<file path="src/rtl/audctl_pkg.sv">
package audctl_pkg;
   localparam int BYTE_W  = 8;
   localparam int IDX_W   = 4;
   localparam int BIT_CW  = 4;

   typedef enum logic [2:0] {
      PH_IDLE,
      PH_ADDR,
      PH_SUB,
      PH_WDATA,
      PH_RDATA,
      PH_SKIP
   } phase_t;

   // Advance a register index: wrap after the last implemented register,
   // otherwise count up (4-bit arithmetic wraps 15 to 0).
   function automatic logic [IDX_W-1:0] next_index(input logic [IDX_W-1:0] cur,
                                                   input logic [IDX_W-1:0] last);
      if (cur == last) return '0;
      return cur + 1'b1;
   endfunction
endpackage

</file>
<file path="src/rtl/audctl_line_sync.sv">
module audctl_line_sync #(
   parameter int STAGES = 2
) (
   input  logic clk,
   input  logic rst_n,
   input  logic d,
   output logic q
);
   logic [STAGES-1:0] chain;

   generate
      if (STAGES == 1) begin : g_single
         always_ff @(posedge clk or negedge rst_n) begin
            if (!rst_n) chain <= '1;
            else        chain <= d;
         end
      end else begin : g_multi
         always_ff @(posedge clk or negedge rst_n) begin
            if (!rst_n) chain <= '1;
            else        chain <= {chain[STAGES-2:0], d};
         end
      end
   endgenerate

   assign q = chain[STAGES-1];
endmodule

</file>
<file path="src/rtl/audctl_bus_events.sv">
module audctl_bus_events #(
   parameter int SYNC_STAGES = 2
) (
   input  logic clk,
   input  logic rst_n,
   input  logic scl_raw,
   input  logic sda_raw,
   output logic scl_q,
   output logic sda_q,
   output logic scl_rise,
   output logic scl_fall,
   output logic start_evt,
   output logic stop_evt
);
   localparam int LINES = 2;

   logic [LINES-1:0] raw_v;
   logic [LINES-1:0] syn_v;
   logic [LINES-1:0] prev_v;

   assign raw_v = {sda_raw, scl_raw};

   generate
      for (genvar l = 0; l < LINES; l++) begin : g_line
         audctl_line_sync #(.STAGES(SYNC_STAGES)) u_sync (
            .clk  (clk),
            .rst_n(rst_n),
            .d    (raw_v[l]),
            .q    (syn_v[l])
         );
      end
   endgenerate

   always_ff @(posedge clk or negedge rst_n) begin
      if (!rst_n) prev_v <= '1;
      else        prev_v <= syn_v;
   end

   assign scl_q     = syn_v[0];
   assign sda_q     = syn_v[1];
   assign scl_rise  = syn_v[0] & ~prev_v[0];
   assign scl_fall  = ~syn_v[0] & prev_v[0];
   assign start_evt = syn_v[0] & prev_v[0] & prev_v[1] & ~syn_v[1];
   assign stop_evt  = syn_v[0] & prev_v[0] & ~prev_v[1] & syn_v[1];
endmodule

</file>
<file path="src/rtl/audctl_link_fsm.sv">
module audctl_link_fsm
   import audctl_pkg::*;
#(
   parameter logic [6:0] DEV_ADDR = 7'b1000100,
   parameter int         NUM_REGS = 9,
   parameter int         AINC_BIT = 4,
   parameter int         SM_BIT   = 2,
   parameter int         ZM_BIT   = 1
) (
   input  logic              clk,
   input  logic              rst_n,
   input  logic              sda_q,
   input  logic              scl_rise,
   input  logic              scl_fall,
   input  logic              start_evt,
   input  logic              stop_evt,
   input  logic              soft_mute_i,
   input  logic              zc_mute_i,
   output logic              drive_low,
   output logic              wr_en,
   output logic [IDX_W-1:0]  wr_idx,
   output logic [BYTE_W-1:0] wr_data
);
   localparam logic [IDX_W-1:0]  LAST_IDX = IDX_W'(NUM_REGS - 1);
   localparam logic [BIT_CW-1:0] FULL_CNT = BIT_CW'(BYTE_W);

   phase_t              ph;
   logic [BIT_CW-1:0]   bitcnt;
   logic                in_ack;
   logic                rd_dir;
   logic                ainc;
   logic                mack;
   logic [BYTE_W-1:0]   shreg;
   logic [BYTE_W-1:0]   tx;
   logic [IDX_W-1:0]    idx;
   logic [BYTE_W-1:0]   status;

   always_comb begin
      status         = '0;
      status[SM_BIT] = soft_mute_i;
      status[ZM_BIT] = zc_mute_i;
   end

   always_ff @(posedge clk or negedge rst_n) begin
      if (!rst_n) begin
         ph        <= PH_IDLE;
         bitcnt    <= '0;
         in_ack    <= 1'b0;
         rd_dir    <= 1'b0;
         ainc      <= 1'b0;
         mack      <= 1'b0;
         shreg     <= '0;
         tx        <= '0;
         idx       <= '0;
         drive_low <= 1'b0;
         wr_en     <= 1'b0;
         wr_data   <= '0;
      end else begin
         wr_en <= 1'b0;
         if (stop_evt) begin
            ph        <= PH_IDLE;
            in_ack    <= 1'b0;
            drive_low <= 1'b0;
         end else if (start_evt) begin
            ph        <= PH_ADDR;
            bitcnt    <= '0;
            in_ack    <= 1'b0;
            drive_low <= 1'b0;
         end else begin
            case (ph)
               PH_ADDR, PH_SUB, PH_WDATA: begin
                  if (scl_rise && bitcnt < FULL_CNT) begin
                     shreg  <= {shreg[BYTE_W-2:0], sda_q};
                     bitcnt <= bitcnt + 1'b1;
                  end else if (scl_fall && bitcnt == FULL_CNT && !in_ack) begin
                     case (ph)
                        PH_ADDR: begin
                           if (shreg[BYTE_W-1:1] == DEV_ADDR) begin
                              drive_low <= 1'b1;
                              in_ack    <= 1'b1;
                              rd_dir    <= shreg[0];
                           end else begin
                              ph <= PH_SKIP;
                           end
                        end
                        PH_SUB: begin
                           drive_low <= 1'b1;
                           in_ack    <= 1'b1;
                           idx       <= shreg[IDX_W-1:0];
                           ainc      <= shreg[AINC_BIT];
                        end
                        default: begin
                           drive_low <= 1'b1;
                           in_ack    <= 1'b1;
                           wr_en     <= 1'b1;
                           wr_data   <= shreg;
                        end
                     endcase
                  end else if (scl_fall && in_ack) begin
                     in_ack    <= 1'b0;
                     bitcnt    <= '0;
                     drive_low <= 1'b0;
                     case (ph)
                        PH_ADDR: begin
                           if (rd_dir) begin
                              ph        <= PH_RDATA;
                              tx        <= status;
                              drive_low <= ~status[BYTE_W-1];
                           end else begin
                              ph <= PH_SUB;
                           end
                        end
                        PH_SUB:  ph <= PH_WDATA;
                        default: if (ainc) idx <= next_index(idx, LAST_IDX);
                     endcase
                  end
               end
               PH_RDATA: begin
                  if (scl_rise) begin
                     if (bitcnt < FULL_CNT) bitcnt <= bitcnt + 1'b1;
                     else if (in_ack)       mack   <= ~sda_q;
                  end else if (scl_fall) begin
                     if (in_ack) begin
                        in_ack <= 1'b0;
                        if (mack) begin
                           tx        <= status;
                           drive_low <= ~status[BYTE_W-1];
                           bitcnt    <= '0;
                        end else begin
                           ph        <= PH_SKIP;
                           drive_low <= 1'b0;
                        end
                     end else if (bitcnt == FULL_CNT) begin
                        drive_low <= 1'b0;
                        in_ack    <= 1'b1;
                     end else if (bitcnt != '0) begin
                        tx        <= {tx[BYTE_W-2:0], 1'b0};
                        drive_low <= ~tx[BYTE_W-2];
                     end
                  end
               end
               default: ;
            endcase
         end
      end
   end

   assign wr_idx = idx;
endmodule

</file>
<file path="src/rtl/audctl_reg_bank.sv">
module audctl_reg_bank
   import audctl_pkg::*;
#(
   parameter int               NUM_REGS  = 9,
   parameter logic [BYTE_W-1:0] RESET_VAL = 8'hFE
) (
   input  logic                       clk,
   input  logic                       rst_n,
   input  logic                       wr_en,
   input  logic [IDX_W-1:0]           wr_idx,
   input  logic [BYTE_W-1:0]          wr_data,
   output logic [NUM_REGS*BYTE_W-1:0] regs_o
);
   generate
      for (genvar i = 0; i < NUM_REGS; i++) begin : g_reg
         logic [BYTE_W-1:0] val;
         always_ff @(posedge clk or negedge rst_n) begin
            if (!rst_n)                                val <= RESET_VAL;
            else if (wr_en && wr_idx == IDX_W'(i))     val <= wr_data;
         end
         assign regs_o[i*BYTE_W +: BYTE_W] = val;
      end
   endgenerate
endmodule

</file>
<file path="src/rtl/audio_ctl_i2c_regs.sv">
module audio_ctl_i2c_regs
   import audctl_pkg::*;
#(
   parameter logic [6:0]        DEV_ADDR    = 7'b1000100,
   parameter int                NUM_REGS    = 9,
   parameter int                SYNC_STAGES = 2,
   parameter int                AINC_BIT    = 4,
   parameter int                SM_BIT      = 2,
   parameter int                ZM_BIT      = 1,
   parameter logic [BYTE_W-1:0] RESET_VAL   = 8'hFE
) (
   input  logic                       clk,
   input  logic                       rst_n,
   input  logic                       scl_i,
   input  logic                       sda_i,
   output logic                       sda_oe_o,
   input  logic                       soft_mute_i,
   input  logic                       zc_mute_i,
   output logic [NUM_REGS*BYTE_W-1:0] regs_o
);
   generate
      if (NUM_REGS < 1 || NUM_REGS > (1 << IDX_W)) begin : g_bad_regs
         $error("NUM_REGS must fit the 4-bit index field");
      end
      if (SYNC_STAGES < 2) begin : g_bad_sync
         $error("SYNC_STAGES below 2 leaves metastability unfiltered");
      end
      if (AINC_BIT < IDX_W || AINC_BIT >= BYTE_W) begin : g_bad_ainc
         $error("AINC_BIT must lie above the index field");
      end
      if (SM_BIT == ZM_BIT || SM_BIT >= BYTE_W || ZM_BIT >= BYTE_W) begin : g_bad_stat
         $error("status bit positions must be distinct and in range");
      end
   endgenerate

   logic              scl_q, sda_q, scl_rise, scl_fall, start_evt, stop_evt;
   logic              wr_en;
   logic [IDX_W-1:0]  wr_idx;
   logic [BYTE_W-1:0] wr_data;

   audctl_bus_events #(.SYNC_STAGES(SYNC_STAGES)) u_events (
      .clk      (clk),
      .rst_n    (rst_n),
      .scl_raw  (scl_i),
      .sda_raw  (sda_i),
      .scl_q    (scl_q),
      .sda_q    (sda_q),
      .scl_rise (scl_rise),
      .scl_fall (scl_fall),
      .start_evt(start_evt),
      .stop_evt (stop_evt)
   );

   audctl_link_fsm #(
      .DEV_ADDR(DEV_ADDR),
      .NUM_REGS(NUM_REGS),
      .AINC_BIT(AINC_BIT),
      .SM_BIT  (SM_BIT),
      .ZM_BIT  (ZM_BIT)
   ) u_fsm (
      .clk        (clk),
      .rst_n      (rst_n),
      .sda_q      (sda_q),
      .scl_rise   (scl_rise),
      .scl_fall   (scl_fall),
      .start_evt  (start_evt),
      .stop_evt   (stop_evt),
      .soft_mute_i(soft_mute_i),
      .zc_mute_i  (zc_mute_i),
      .drive_low  (sda_oe_o),
      .wr_en      (wr_en),
      .wr_idx     (wr_idx),
      .wr_data    (wr_data)
   );

   audctl_reg_bank #(
      .NUM_REGS (NUM_REGS),
      .RESET_VAL(RESET_VAL)
   ) u_bank (
      .clk    (clk),
      .rst_n  (rst_n),
      .wr_en  (wr_en),
      .wr_idx (wr_idx),
      .wr_data(wr_data),
      .regs_o (regs_o)
   );
endmodule

</file>
<file path="config.mk">
export PLATFORM = sky130hd
export DESIGN_NAME = audio_ctl_i2c_regs
export DESIGN_NICKNAME = d
export VERILOG_FILES = /design/src/rtl/audctl_pkg.sv /design/src/rtl/audctl_line_sync.sv /design/src/rtl/audctl_bus_events.sv /design/src/rtl/audctl_link_fsm.sv /design/src/rtl/audctl_reg_bank.sv /design/src/rtl/audio_ctl_i2c_regs.sv
export SDC_FILE = /design/constraint.sdc
export NUM_CORES = 1
export LEC_CHECK = 0
export ABC_CLOCK_PERIOD_IN_PS = 2800
export BUFFER_PORTS_ARGS = -buffer_cell sky130_fd_sc_hd__buf_2
export CORE_ASPECT_RATIO = 0.8
export CORE_UTILIZATION = 44
export DETAILED_ROUTE_END_ITERATION = 10
export PLACE_DENSITY_LB_ADDON = 0.3
export SLEW_MARGIN = 20
export SYNTH_ARGS = -nofsm -noshare
export SYNTH_HDL_FRONTEND = slang
export SYNTH_HIERARCHICAL = 1
export SYNTH_SLANG_ARGS = --single-unit
export TNS_END_PERCENT = 50
</file>
<file path="constraint.sdc">
create_clock -name clk -period 2.8 [get_ports clk]
set_input_delay 0.28 -clock clk [delete_from_list [all_inputs] [get_ports clk]]
set_output_delay 0.28 -clock clk [all_outputs]
set_load 0.005 [all_outputs]
</file>
==> flow_summary.yaml <==
run_status:
  status: "finished, final reports clean"
synthesis:
  synth_warnings: 6
  synth_edf_count: 0
  yosysSeqAreaShare: 0.573
  synth_seq_cells: 117
  synth_cell_types: 54
  syn_nets: 389
  synth_async_sr_flop_share: 1.00
  ys.flop_type: "dfstp_2"
  synth_area_per_cell_um2: 13.9
  netlist_area_mm2: 0.00526
  syn_inst: 379
power:
  combPwrFrac: 0.071
  p_int_uw: 3280
  ir_drop_mv: 0.549
  power_density_mw_per_mm2: 674
  p_sw_frac: 0.244
  p_leak_uw: 0.00308
  p_clk_frac: 0.487
  seqPwrFrac: 0.441
  p_switching_uw: 1060
critical_path:
  regToRegStartpoint: "u_events/prev_v[1]"
  path_max_fanout: 6
  max_stage_delay_ns: 0.52
  reg2reg_setup_slack_ns: 0.45
  reg2reg_to: "u_fsm/wr_idx[2]"
  required_ns: 3.08
  arrival_ns: 2.63
  crit_buf_inv: 0
  critPathLaunch: "u_events/prev_v[1]"
  critPathLaunchType: "register"
  cp_cell_sequence: "and4b_1 > nor2_1 > nand2_1 > a2111oi_4 > o21ai_0 > a22o_1"
  end_kind: "register"
  cp_slowest_cell: "dfstp_2"
  crit_type: "register to register"
  rr_worst_depth: 6
  critPathTopFamily: "compound AO/OA/AOI/OAI gates"
grt:
  grt_max_degree: 52
  busiest_layer: "met2"
  antenna_found_initial: 0
  globalRouteMet2Util: 0.268
  first_global_vias: 3209
  met1_usage: 0.258
  grt_pass1_wl_um: 17300
  met3_usage: 0.0544
  grt_overflow: 0
  track_usage: 0.181
cts:
  post_cts.repair.setup_buffers: 0
  clkSinkCount: 117
  cts_made_buffers: 17
  htreeDepth: 4
  cts_resized: 0
  clk_pin_slew_ns: 0.05
  clk_latency_ns: 0.40
  clockBufferDepth: 2
  clockRootBuffer: "clkbuf_16"
  cts-hold-fix-buffers: 3
  cts_tree: "done"
placed_design:
  dp_hpwl_um: 7390
  dp.cells: 598
  port_buffers: 78
  gp_congestion: 0.879
layout:
  drive_above_1_share: 0.627
  final_cells: 633
  multiInputGateArea_mm2: 0.00212
  seqCellArea_mm2: 0.00301
  diodes: 0
  area_delta_synth_final_pct: 22.4
  n_fill_cell: 955
  layout.nets: 482
sta:
  tightest_slew_ns: 0.649
  finalCritPeriodShare: 0.838
  max_slew_margin: 0.568
  max_freq_mhz: 426
  fin_tns_setup_ns: 0
  maxSlewViolCount: 0
  hold_viol_final: 0
  min_period_ns: 2.35
  skew_ns: 0.00625
  rsz0062_at_grt: "false"
  setup_viol: 0
drt:
  viasPerCell: 5.17
  drtIter0Drc: 175
  dr.pass1.iters: 4
  wl_per_cell_um: 16.8
  vias: 3270
  ant_nets: 0
  drcViolationCount: 0
  drt_wl_total_um: 10700
floorplanning:
  dieArea_mm2: 0.0124
  start_util: 0.454
  num_rows: 35
  core_area_mm2: 0.0116
  die_y_um: 99.8
  io-pin-count: 79
  die_x_um: 124
worst_hold_path:
  min_path_cells: 3
  min_path_type: "primary input to register"
  min_to: "u_fsm/tx[1]"
  worstHoldStart: "zc_mute_i"
flow_run:
  timing.max_cap.violations: 0
==> tightest hold or removal path, stage by stage <==
cell     delay (ns)
buf_2          0.07
nor2b_1        0.10
mux2_2         0.14
==> registers in the layout, summed over array words and instances, names as in the netlist <==
register                      count
u_events/g_line.u_sync/chain      4
u_fsm/rd_dir                      1
u_fsm/tx                          6
u_fsm/bitcnt                      4
u_fsm/mack                        1
u_fsm/wr_en                       1
u_fsm/ainc                        1
u_fsm/wr_idx                      4
u_bank/g.val                     72
u_fsm/in_ack                      1
u_fsm/shreg                       8
u_fsm/ph                          3
u_events/prev_v                   2
u_fsm/wr_data                     8
u_fsm/drive_low                   1
==> metrics by stage <==
stage | area, um^2 | utilization | hold WS (ns) | setup slack, ns | power [uW]
after floorplan | 5260 | - | -0.0156 | 0.586 | 2130
after global placement | 5820 | 0.502 | 0.338 | 0.538 | 2230
after detailed placement | 5820 | 0.502 | 0.345 | 0.469 | 2250
after CTS | 6440 | 0.555 | 0.216 | 0.461 | 4390
after global routing | 6440 | 0.555 | 0.225 | 0.270 | 4520
final | 6440 | 0.555 | 0.226 | 0.454 | 4340
==> layout by cell type, fill, tap and decap left out, drive strengths merged, types with 2 or more instances in the layout <==
cell type,n
ha,4
nor3,6
xnor2,3
dlygate4sd3,3
a31oi,3
or3,3
nand3,4
and3,3
mux2,101
mux2i,6
clkinv,7
dfrtp,48
buf,84
a211oi,3
or2,2
nor3b,8
nand2b,4
bufinv,2
clkbuf,18
and4b,2
a21oi,9
dfstp,69
clkinvlp,2
nand3b,4
nor2,15
inv,17
nand2,21
nor2b,6
o21ai,12
==> cells in the mapped netlist (all sizes together), types with 2 or more instances <==
library cell  count  area, um^2
nor2             15        61.3
nand3b            4        50.1
nand2            21        81.3
nand3             4        20.0
and3              3        25.0
nor2b             6        37.5
inv              14        52.6
a31oi             3        18.8
nor3b             8        93.8
or3               3        18.8
mux2i             6        60.1
mux2            101        1170
a21oi             9        48.8
and4b             2        20.0
nand2b            4        25.0
xnor2             3        26.3
or2               2        12.5
clkbuf            5        20.0
dfrtp            48        1200
o21ai            12        60.1
dfstp            69        1810
ha                4        50.1
a211oi            3        22.5
buf               8        55.1
nor3              6        30.0
==> worst max-delay path by stage <==
stage | end | cells past startpoint
floorplan | u_fsm/ph[0] | 7
CTS | u_fsm/wr_data[7] | 6
finish | u_fsm/wr_idx[2] | 6
detailed placement | u_fsm/wr_data[7] | 6
global route | u_fsm/wr_idx[2] | 6
global placement | u_fsm/wr_data[6] | 6
==> cells by family (layout without fill, tap and decap cells) <==
| kind of cell | count (synthesis) | in the layout | synth area share |
|---|---|---|---|
| adders and majority gates | 4 | 4 | 0.00951 |
| xor gates and xnor gates | 3 | 3 | 0.00499 |
| and+or+nand+nor | 85 | 85 | 0.107 |
| buffers and inverters | 27 | 133 | 0.0242 |
| DFF | 117 | 117 | 0.573 |
| muxes | 107 | 107 | 0.235 |
| AOI/OAI and AO/OA | 36 | 36 | 0.0473 |
==> final cells by class <==
cell class	count	area share
Clock inverter	14	0.0235
Sequential cell	117	0.468
Multi-Input combinational cell	235	0.329
Inverter	14	0.00815
Clock buffer	18	0.0681
Timing Repair Buffer	87	0.0745
Tap cell	148	0.0287
==> routing by layer <==
layer | part of all wire | vias up | routed length [um]
met4 | 0.0071 | 0 | 76
met2 | 0.45 | 90 | 4800
met1 | 0.50 | 1627 | 5310
met3 | 0.044 | 6 | 474
li1 | - | 1547 | -
met5 | 0 | - | 0
==> power groups by stage <==
stage	clock network (uW)	registers (uW)	logic, uW
6_report	2120	1920	310
5_1_grt	2240	1930	346
4_1_cts	2160	1910	312
3_5_place_dp	0	1940	308
3_3_place_gp	0	1930	306
2_1_floorplan	0	1870	254
No activity file was read; power rests on OpenSTA's default activity.
